## src/rtl/readout_pkg.sv

```systemverilog
package readout_pkg;
  localparam int BYTE_W = 8;
  localparam int CHAN_W = 3;

  typedef struct packed {
    logic [CHAN_W-1:0] chan;
    logic              pin0_sel;
    logic              pin1_sel;
    logic              ref_missing;
    logic              negative;
    logic              range_err;
  } status_byte_t;
endpackage

```

## src/rtl/readout_status_compose.sv

```systemverilog
module readout_status_compose
  import readout_pkg::*;
(
  input  logic [CHAN_W-1:0] chan,
  input  logic              opt,
  input  logic              pin0,
  input  logic              pin1,
  input  logic              rdy,
  input  logic              no_ref,
  input  logic              negative,
  input  logic              range_err,
  output status_byte_t      status
);
  always_comb begin
    status.chan        = chan;
    status.pin0_sel    = opt ? pin0 : 1'b0;
    status.pin1_sel    = opt ? pin1 : rdy;
    status.ref_missing = no_ref;
    status.negative    = negative;
    status.range_err   = range_err;
  end
endmodule

```

## src/rtl/readout_data_format.sv

```systemverilog
module readout_data_format #(
  parameter int RES_W    = 24,
  parameter int NARROW_W = 16
) (
  input  logic [RES_W-1:0] raw,
  input  logic             wide,
  input  logic             clamp,
  input  logic             range_err,
  input  logic             negative,
  output logic [RES_W-1:0] data_lj
);
  logic [RES_W-1:0] limited;
  logic [RES_W-1:0] narrowed;

  always_comb begin
    if (clamp && range_err)
      limited = negative ? '0 : '1;
    else
      limited = raw;
  end

  generate
    if (NARROW_W >= RES_W) begin : g_same
      assign narrowed = limited;
    end else begin : g_trunc
      assign narrowed = {limited[RES_W-1 -: NARROW_W], {(RES_W-NARROW_W){1'b0}}};
    end
  endgenerate

  assign data_lj = wide ? limited : narrowed;
endmodule

```

## src/rtl/readout_byte_sequencer.sv

```systemverilog
module readout_byte_sequencer
  import readout_pkg::*;
#(
  parameter int FRAME_BYTES = 4,
  localparam int FRAME_W = FRAME_BYTES * BYTE_W,
  localparam int CNT_W   = $clog2(FRAME_BYTES + 1)
) (
  input  logic               clk,
  input  logic               rst_n,
  input  logic               load,
  input  logic [FRAME_W-1:0] frame,
  input  logic [CNT_W-1:0]   count,
  output logic               idle,
  output logic               out_valid,
  input  logic               out_ready,
  output logic [BYTE_W-1:0]  out_byte,
  output logic               out_last
);
  logic [FRAME_W-1:0] frame_q;
  logic [CNT_W-1:0]   left_q;

  assign out_valid = (left_q != '0);
  assign idle      = (left_q == '0);
  assign out_byte  = frame_q[FRAME_W-1 -: BYTE_W];
  assign out_last  = (left_q == CNT_W'(1));

  always_ff @(posedge clk) begin
    if (!rst_n) begin
      frame_q <= '0;
      left_q  <= '0;
    end else if (load && idle) begin
      frame_q <= frame;
      left_q  <= count;
    end else if (out_valid && out_ready) begin
      frame_q <= frame_q << BYTE_W;
      left_q  <= left_q - CNT_W'(1);
    end
  end
endmodule

```

## src/rtl/readout_formatter.sv

```systemverilog
module readout_formatter
  import readout_pkg::*;
#(
  parameter int RES_W    = 24,
  parameter int NARROW_W = 16
) (
  input  logic              clk,
  input  logic              rst_n,
  input  logic              req_valid,
  output logic              req_ready,
  input  logic              req_sel_data,
  input  logic [CHAN_W-1:0] req_chan,
  input  logic              stat_opt,
  input  logic              pin0,
  input  logic              pin1,
  input  logic              chan_rdy,
  input  logic              no_ref,
  input  logic              in_negative,
  input  logic              out_of_range,
  input  logic [RES_W-1:0]  raw_result,
  input  logic              dump_en,
  input  logic              cont_read,
  input  logic              wide_en,
  input  logic              clamp_en,
  output logic              out_valid,
  input  logic              out_ready,
  output logic [BYTE_W-1:0] out_byte,
  output logic              out_last
);
  localparam int WIDE_BYTES   = RES_W / BYTE_W;
  localparam int NARROW_BYTES = NARROW_W / BYTE_W;
  localparam int FRAME_BYTES  = 1 + WIDE_BYTES;
  localparam int FRAME_W      = FRAME_BYTES * BYTE_W;
  localparam int CNT_W        = $clog2(FRAME_BYTES + 1);

  status_byte_t      status;
  logic [RES_W-1:0]  data_lj;
  logic              with_status;
  logic              with_data;
  logic [CNT_W-1:0]  data_cnt;
  logic [CNT_W-1:0]  frame_cnt;
  logic [FRAME_W-1:0] frame;
  logic              seq_idle;

  readout_status_compose u_status (
    .chan      (req_chan),
    .opt       (stat_opt),
    .pin0      (pin0),
    .pin1      (pin1),
    .rdy       (chan_rdy),
    .no_ref    (no_ref),
    .negative  (in_negative),
    .range_err (out_of_range),
    .status    (status)
  );

  readout_data_format #(.RES_W(RES_W), .NARROW_W(NARROW_W)) u_data (
    .raw       (raw_result),
    .wide      (wide_en),
    .clamp     (clamp_en),
    .range_err (out_of_range),
    .negative  (in_negative),
    .data_lj   (data_lj)
  );

  always_comb begin
    with_status = dump_en || cont_read || !req_sel_data;
    with_data   = dump_en || cont_read || req_sel_data;
    data_cnt    = with_data ? (wide_en ? CNT_W'(WIDE_BYTES) : CNT_W'(NARROW_BYTES)) : '0;
    frame_cnt   = data_cnt + (with_status ? CNT_W'(1) : CNT_W'(0));
    if (with_status)
      frame = {status, data_lj};
    else
      frame = {data_lj, {BYTE_W{1'b0}}};
  end

  readout_byte_sequencer #(.FRAME_BYTES(FRAME_BYTES)) u_seq (
    .clk       (clk),
    .rst_n     (rst_n),
    .load      (req_valid),
    .frame     (frame),
    .count     (frame_cnt),
    .idle      (seq_idle),
    .out_valid (out_valid),
    .out_ready (out_ready),
    .out_byte  (out_byte),
    .out_last  (out_last)
  );

  assign req_ready = seq_idle;
endmodule

```

## config.mk

```make
export PLATFORM = sky130hd
export DESIGN_NAME = readout_formatter
export DESIGN_NICKNAME = d
export VERILOG_FILES = /design/src/rtl/readout_pkg.sv /design/src/rtl/readout_status_compose.sv /design/src/rtl/readout_data_format.sv /design/src/rtl/readout_byte_sequencer.sv /design/src/rtl/readout_formatter.sv
export SDC_FILE = /design/constraint.sdc
export NUM_CORES = 1
export LEC_CHECK = 0
export ABC_AREA = 1
export CORE_ASPECT_RATIO = 0.9
export CORE_MARGIN = 2
export CORE_UTILIZATION = 45
export DETAILED_ROUTE_END_ITERATION = 12
export GPL_TIMING_DRIVEN = 0
export PLACE_DENSITY = 0.8
export SLEW_MARGIN = 20
export SYNTH_ARGS = -nofsm -noshare
export SYNTH_HDL_FRONTEND = slang
export SYNTH_SLANG_ARGS = --single-unit
```

## constraint.sdc

```tcl
create_clock -name clk -period 2.55 [get_ports clk]
set_clock_uncertainty 0.1 [all_clocks]
set_input_delay 0.51 -clock clk [delete_from_list [all_inputs] [get_ports clk]]
set_output_delay 0.51 -clock clk [all_outputs]
set_load 0.01 [all_outputs]
```

==> results.md <==
| Result | Value | Unit |
| --- | --- | --- |
| Detailed-route wire length per cell | 13.1 | um |
| Switching component of the power | 1.25 | mW |
| Global routing usage on met1 | 31.1 | % |
| Hold worst-path end | u_seq.frame_q[0] | - |
| Vias | 2688 | - |
| Netlist Area Pre-Place | 2290 | um^2 |
| Chip height | 71.7 | um |
| Proportion of total power due to net switching | 43.2 | % |
| Slew at the pin closest to its max-slew limit | 0.458 | ns |
| Number of top-level pins | 54 | - |
| GR Overflow Total | 0 | - |
| Part of the Yosys area used for sequential elements | 30.6 | % |
| Post-Synthesis Net Count | 428 | - |
| Chip Width | 79.2 | um |
| Setup repair after global routing missed its margin | no | - |
| Vias in the first global route | 2459 | - |
| Clock tree from TritonCTS | built | - |
| Post-synthesis sequential element count | 35 | - |
| Fmax | 0.434 | GHz |
| Number of violations of the max-capacitance limit | 0 | - |
| Buffers on Ports | 51 | - |
| Leakage | 1.50 | nW |
| Count of TritonRoute iterations in the first routing pass | 5 | - |
| Antenna Diode Count | 0 | - |
| Hold path depth | 2 | - |
| Tmin final | 2.31 | ns |
| Setup slack of the critical path after layout | 0.245 | ns |
| Starting DRC count in detailed routing | 270 | - |
| Routed wire length | 6.58 | mm |
| Placer congestion estimate | 0.909 | - |
| Hold path startpoint | u_seq.frame_q[0] | - |
| Crit Reg-Reg Startpoint | u_seq.left_q[0] | - |
| Mean instance size in the synthesized netlist | 6.02 | um^2 |
| Global routing met3 resource utilization | 4.53 | % |
| Reg-to-reg slack, setup | 0.67 | ns |
| Critical path start-end classification | in2reg | - |
| Slew Viols, Final | 0 | - |
| Critical Path AT | 2.38 | ns |
| Instance area at placement | 2880 | um^2 |
| Avg Vias per Cell | 5.34 | - |
| Proportion of power drawn by combinational gates | 56.1 | % |
| Endpoint class of the critical path | flop | - |
| Biggest fanout along the worst timing path | 10 | - |
| Latest clock arrival within the worst-skew pair | 0.29 | ns |
| Total routing resource utilization after global routing | 23.5 | % |
| Max clock buf depth | 2 | - |
| Initial standard-cell utilization of the core | 47.0 | % |
| Placed wire-length estimate after detailed placement | 4.94 | mm |
| Post-CTS sizing | 0 | - |
| Final setup violation count | 0 | - |
| Area of all placed cells without fillers | 2970 | um^2 |
| Area of the die | 5670 | um^2 |
| Layout cell share with drive strength beyond 1 | 8.22 | % |
| Post-detailed-route DRC marker count | 0 | - |
| Area Growth Syn to Fin | 29.7 | % |
| Status | finished, final reports clean | - |
| Yosys warning count | 0 | - |
| Initial antenna violation count | 0 | - |
| Largest vdd supply drop | 516 | uV |
| Cell count after synthesis | 380 | - |
| Hold violation count in the final report | 0 | - |
| Internal power | 1.64 | mW |
| Wire length of the first global-routing pass | 10.8 | mm |
| Register share of total power | 29.5 | % |
| Startpoint types | input port | - |
| Clock buffers created by TritonCTS | 5 | - |
| Worst reg2reg path endpoint | u_seq.frame_q[29] | - |
| Final Cycle Share | 90.4 | % |
| Placement Rows | 24 | - |
| Power per Cell Area | 975 | nW/um^2 |
| Clock network fraction of total power | 14.4 | % |
| H-Tree Depth | 2 | - |
| Distinct cell type count after synthesis | 19 | - |
| Beginning of the critical path | req_sel_data | - |
| Post-Place Setup Slack | -0.0442 | ns |
| Global route hottest layer | met2 | - |
| CTS root buf | sky130_fd_sc_hd__clkbuf_8 | - |
| Core Box Area | 4860 | um^2 |
| Sinks on Clock Net | 35 | - |
| Data required, critical path | 2.62 | ns |
| CTS hold repair buffers | 0 | - |
| Maximum number of pins on one net before global-route repair | 11 | - |
| Layout Nets | 486 | - |
| Antenna Nets Post-Route | 0 | - |
| Post-CTS setup-driven buffer insertion count | 0 | - |
| Clock transition at the registers of the reported paths | 0.07 | ns |
| GR Layer Usage met2 | 39.5 | % |
| Worst Hold Class | reg2reg | - |
| Cell depth of the worst flop-to-flop path | 9 | - |
| Relative slew margins | 69.5 | % |
registers in the layout (all words and copies together) (netlist names):
| register | cells |
|---|---|
| u_seq.left_q | 3 |
| u_seq.frame_q | 32 |
Yosys cell counts:
cell / instances / area share [%]
sky130_fd_sc_hd__o21ai_0: 53 / 12
sky130_fd_sc_hd__nand2_2: 3 / 0.82
sky130_fd_sc_hd__dfxtp_1: 35 / 31
sky130_fd_sc_hd__ha_1: 5 / 2.7
sky130_fd_sc_hd__buf_1: 3 / 0.49
sky130_fd_sc_hd__inv_1: 44 / 7.2
sky130_fd_sc_hd__nor2_4: 1 / 0.49
sky130_fd_sc_hd__clkbuf_1: 8 / 1.3
sky130_fd_sc_hd__nand2_1: 106 / 17
sky130_fd_sc_hd__inv_2: 3 / 0.49
sky130_fd_sc_hd__a21oi_1: 10 / 2.2
sky130_fd_sc_hd__nand3b_1: 1 / 0.33
sky130_fd_sc_hd__and2_1: 1 / 0.27
sky130_fd_sc_hd__buf_2: 12 / 2.6
sky130_fd_sc_hd__buf_4: 9 / 3.0
sky130_fd_sc_hd__nor2_1: 25 / 4.1
sky130_fd_sc_hd__nand3_4: 1 / 0.77
sky130_fd_sc_hd__nand4_1: 9 / 2.5
sky130_fd_sc_hd__nand3_1: 51 / 11
worst max-delay path, stage by stage:
cell and delay, ns:
sky130_fd_sc_hd__clkdlybuf4s50_1 0.48, sky130_fd_sc_hd__nand3_1 0.31, sky130_fd_sc_hd__buf_2 0.32, sky130_fd_sc_hd__ha_1 0.24, sky130_fd_sc_hd__ha_1 0.27, sky130_fd_sc_hd__o21ai_0 0.17
sky130_fd_sc_hd__a21oi_1 0.09
power by group through the flow:
stage	Combinational, mW	Clock [mW]	Sequential [mW]
finish	1.62	0.416	0.854
global route	1.82	0.437	0.875
CTS	1.61	0.417	0.851
detailed placement	1.59	0	0.861
global placement	1.56	0	0.855
floorplan	1.09	0	0.834
routing by layer:
layer	vias up	wire length (um)
met5	-	0
met4	0	94
met3	14	528
met2	134	3080
met1	1218	2880
li1	1322	-
stage by stage:
stage	std cells	util [%]	TNS [ns]	hold slack [ns]	power (mW)
floorplan	380	-	0	0.361	1.92
global placement	496	59.2	0	0.370	2.42
detailed placement	496	59.2	-0.0442	0.379	2.46
CTS	503	61.0	0	0.389	2.87
global route	503	61.0	0	0.408	3.13
finish	503	61.0	0	0.388	2.89
cells by family (layout without fill, tap and decap cells):
logic type	count (synthesis)	in the layout	share of synthesized area, %
and+or+nand+nor	198	198	37.8
buffers and inverters	79	137	15.1
AOI/OAI and AO/OA	63	63	13.8
DFF	35	35	30.6
adders and majority gates	5	5	2.73
how the worst max path moves through the flow:
stage and to:
2_1_floorplan u_seq.left_q[1], 3_3_place_gp u_seq.left_q[1], 3_5_place_dp u_seq.left_q[1], 4_1_cts u_seq.left_q[1], 5_1_grt u_seq.left_q[1], 6_report u_seq.left_q[1]
cell type report:
type | instances | area, um^2
inverter | 47 | 176
multi-input combinational | 266 | 1240
sequential | 35 | 701
buffer | 32 | 169
clock buffer | 6 | 82.6
tap | 65 | 81.3
fill | 480 | 1900
timing repair buffer | 51 | 510
clock inverter | 1 | 5.00
cell usage in the layout, fill, tap and decap left out, drive strengths merged, types with 5 or more instances in the layout:
master,synthesis,final
ha,5,5
nand4,9,9
nor2,26,26
o21ai,53,53
clkdlybuf4s50,0,51
dfxtp,35,35
inv,47,47
buf,24,24
nand3,52,52
clkbuf,8,14
nand2,109,109
a21oi,10,10
(Power assumes the default switching activity.)
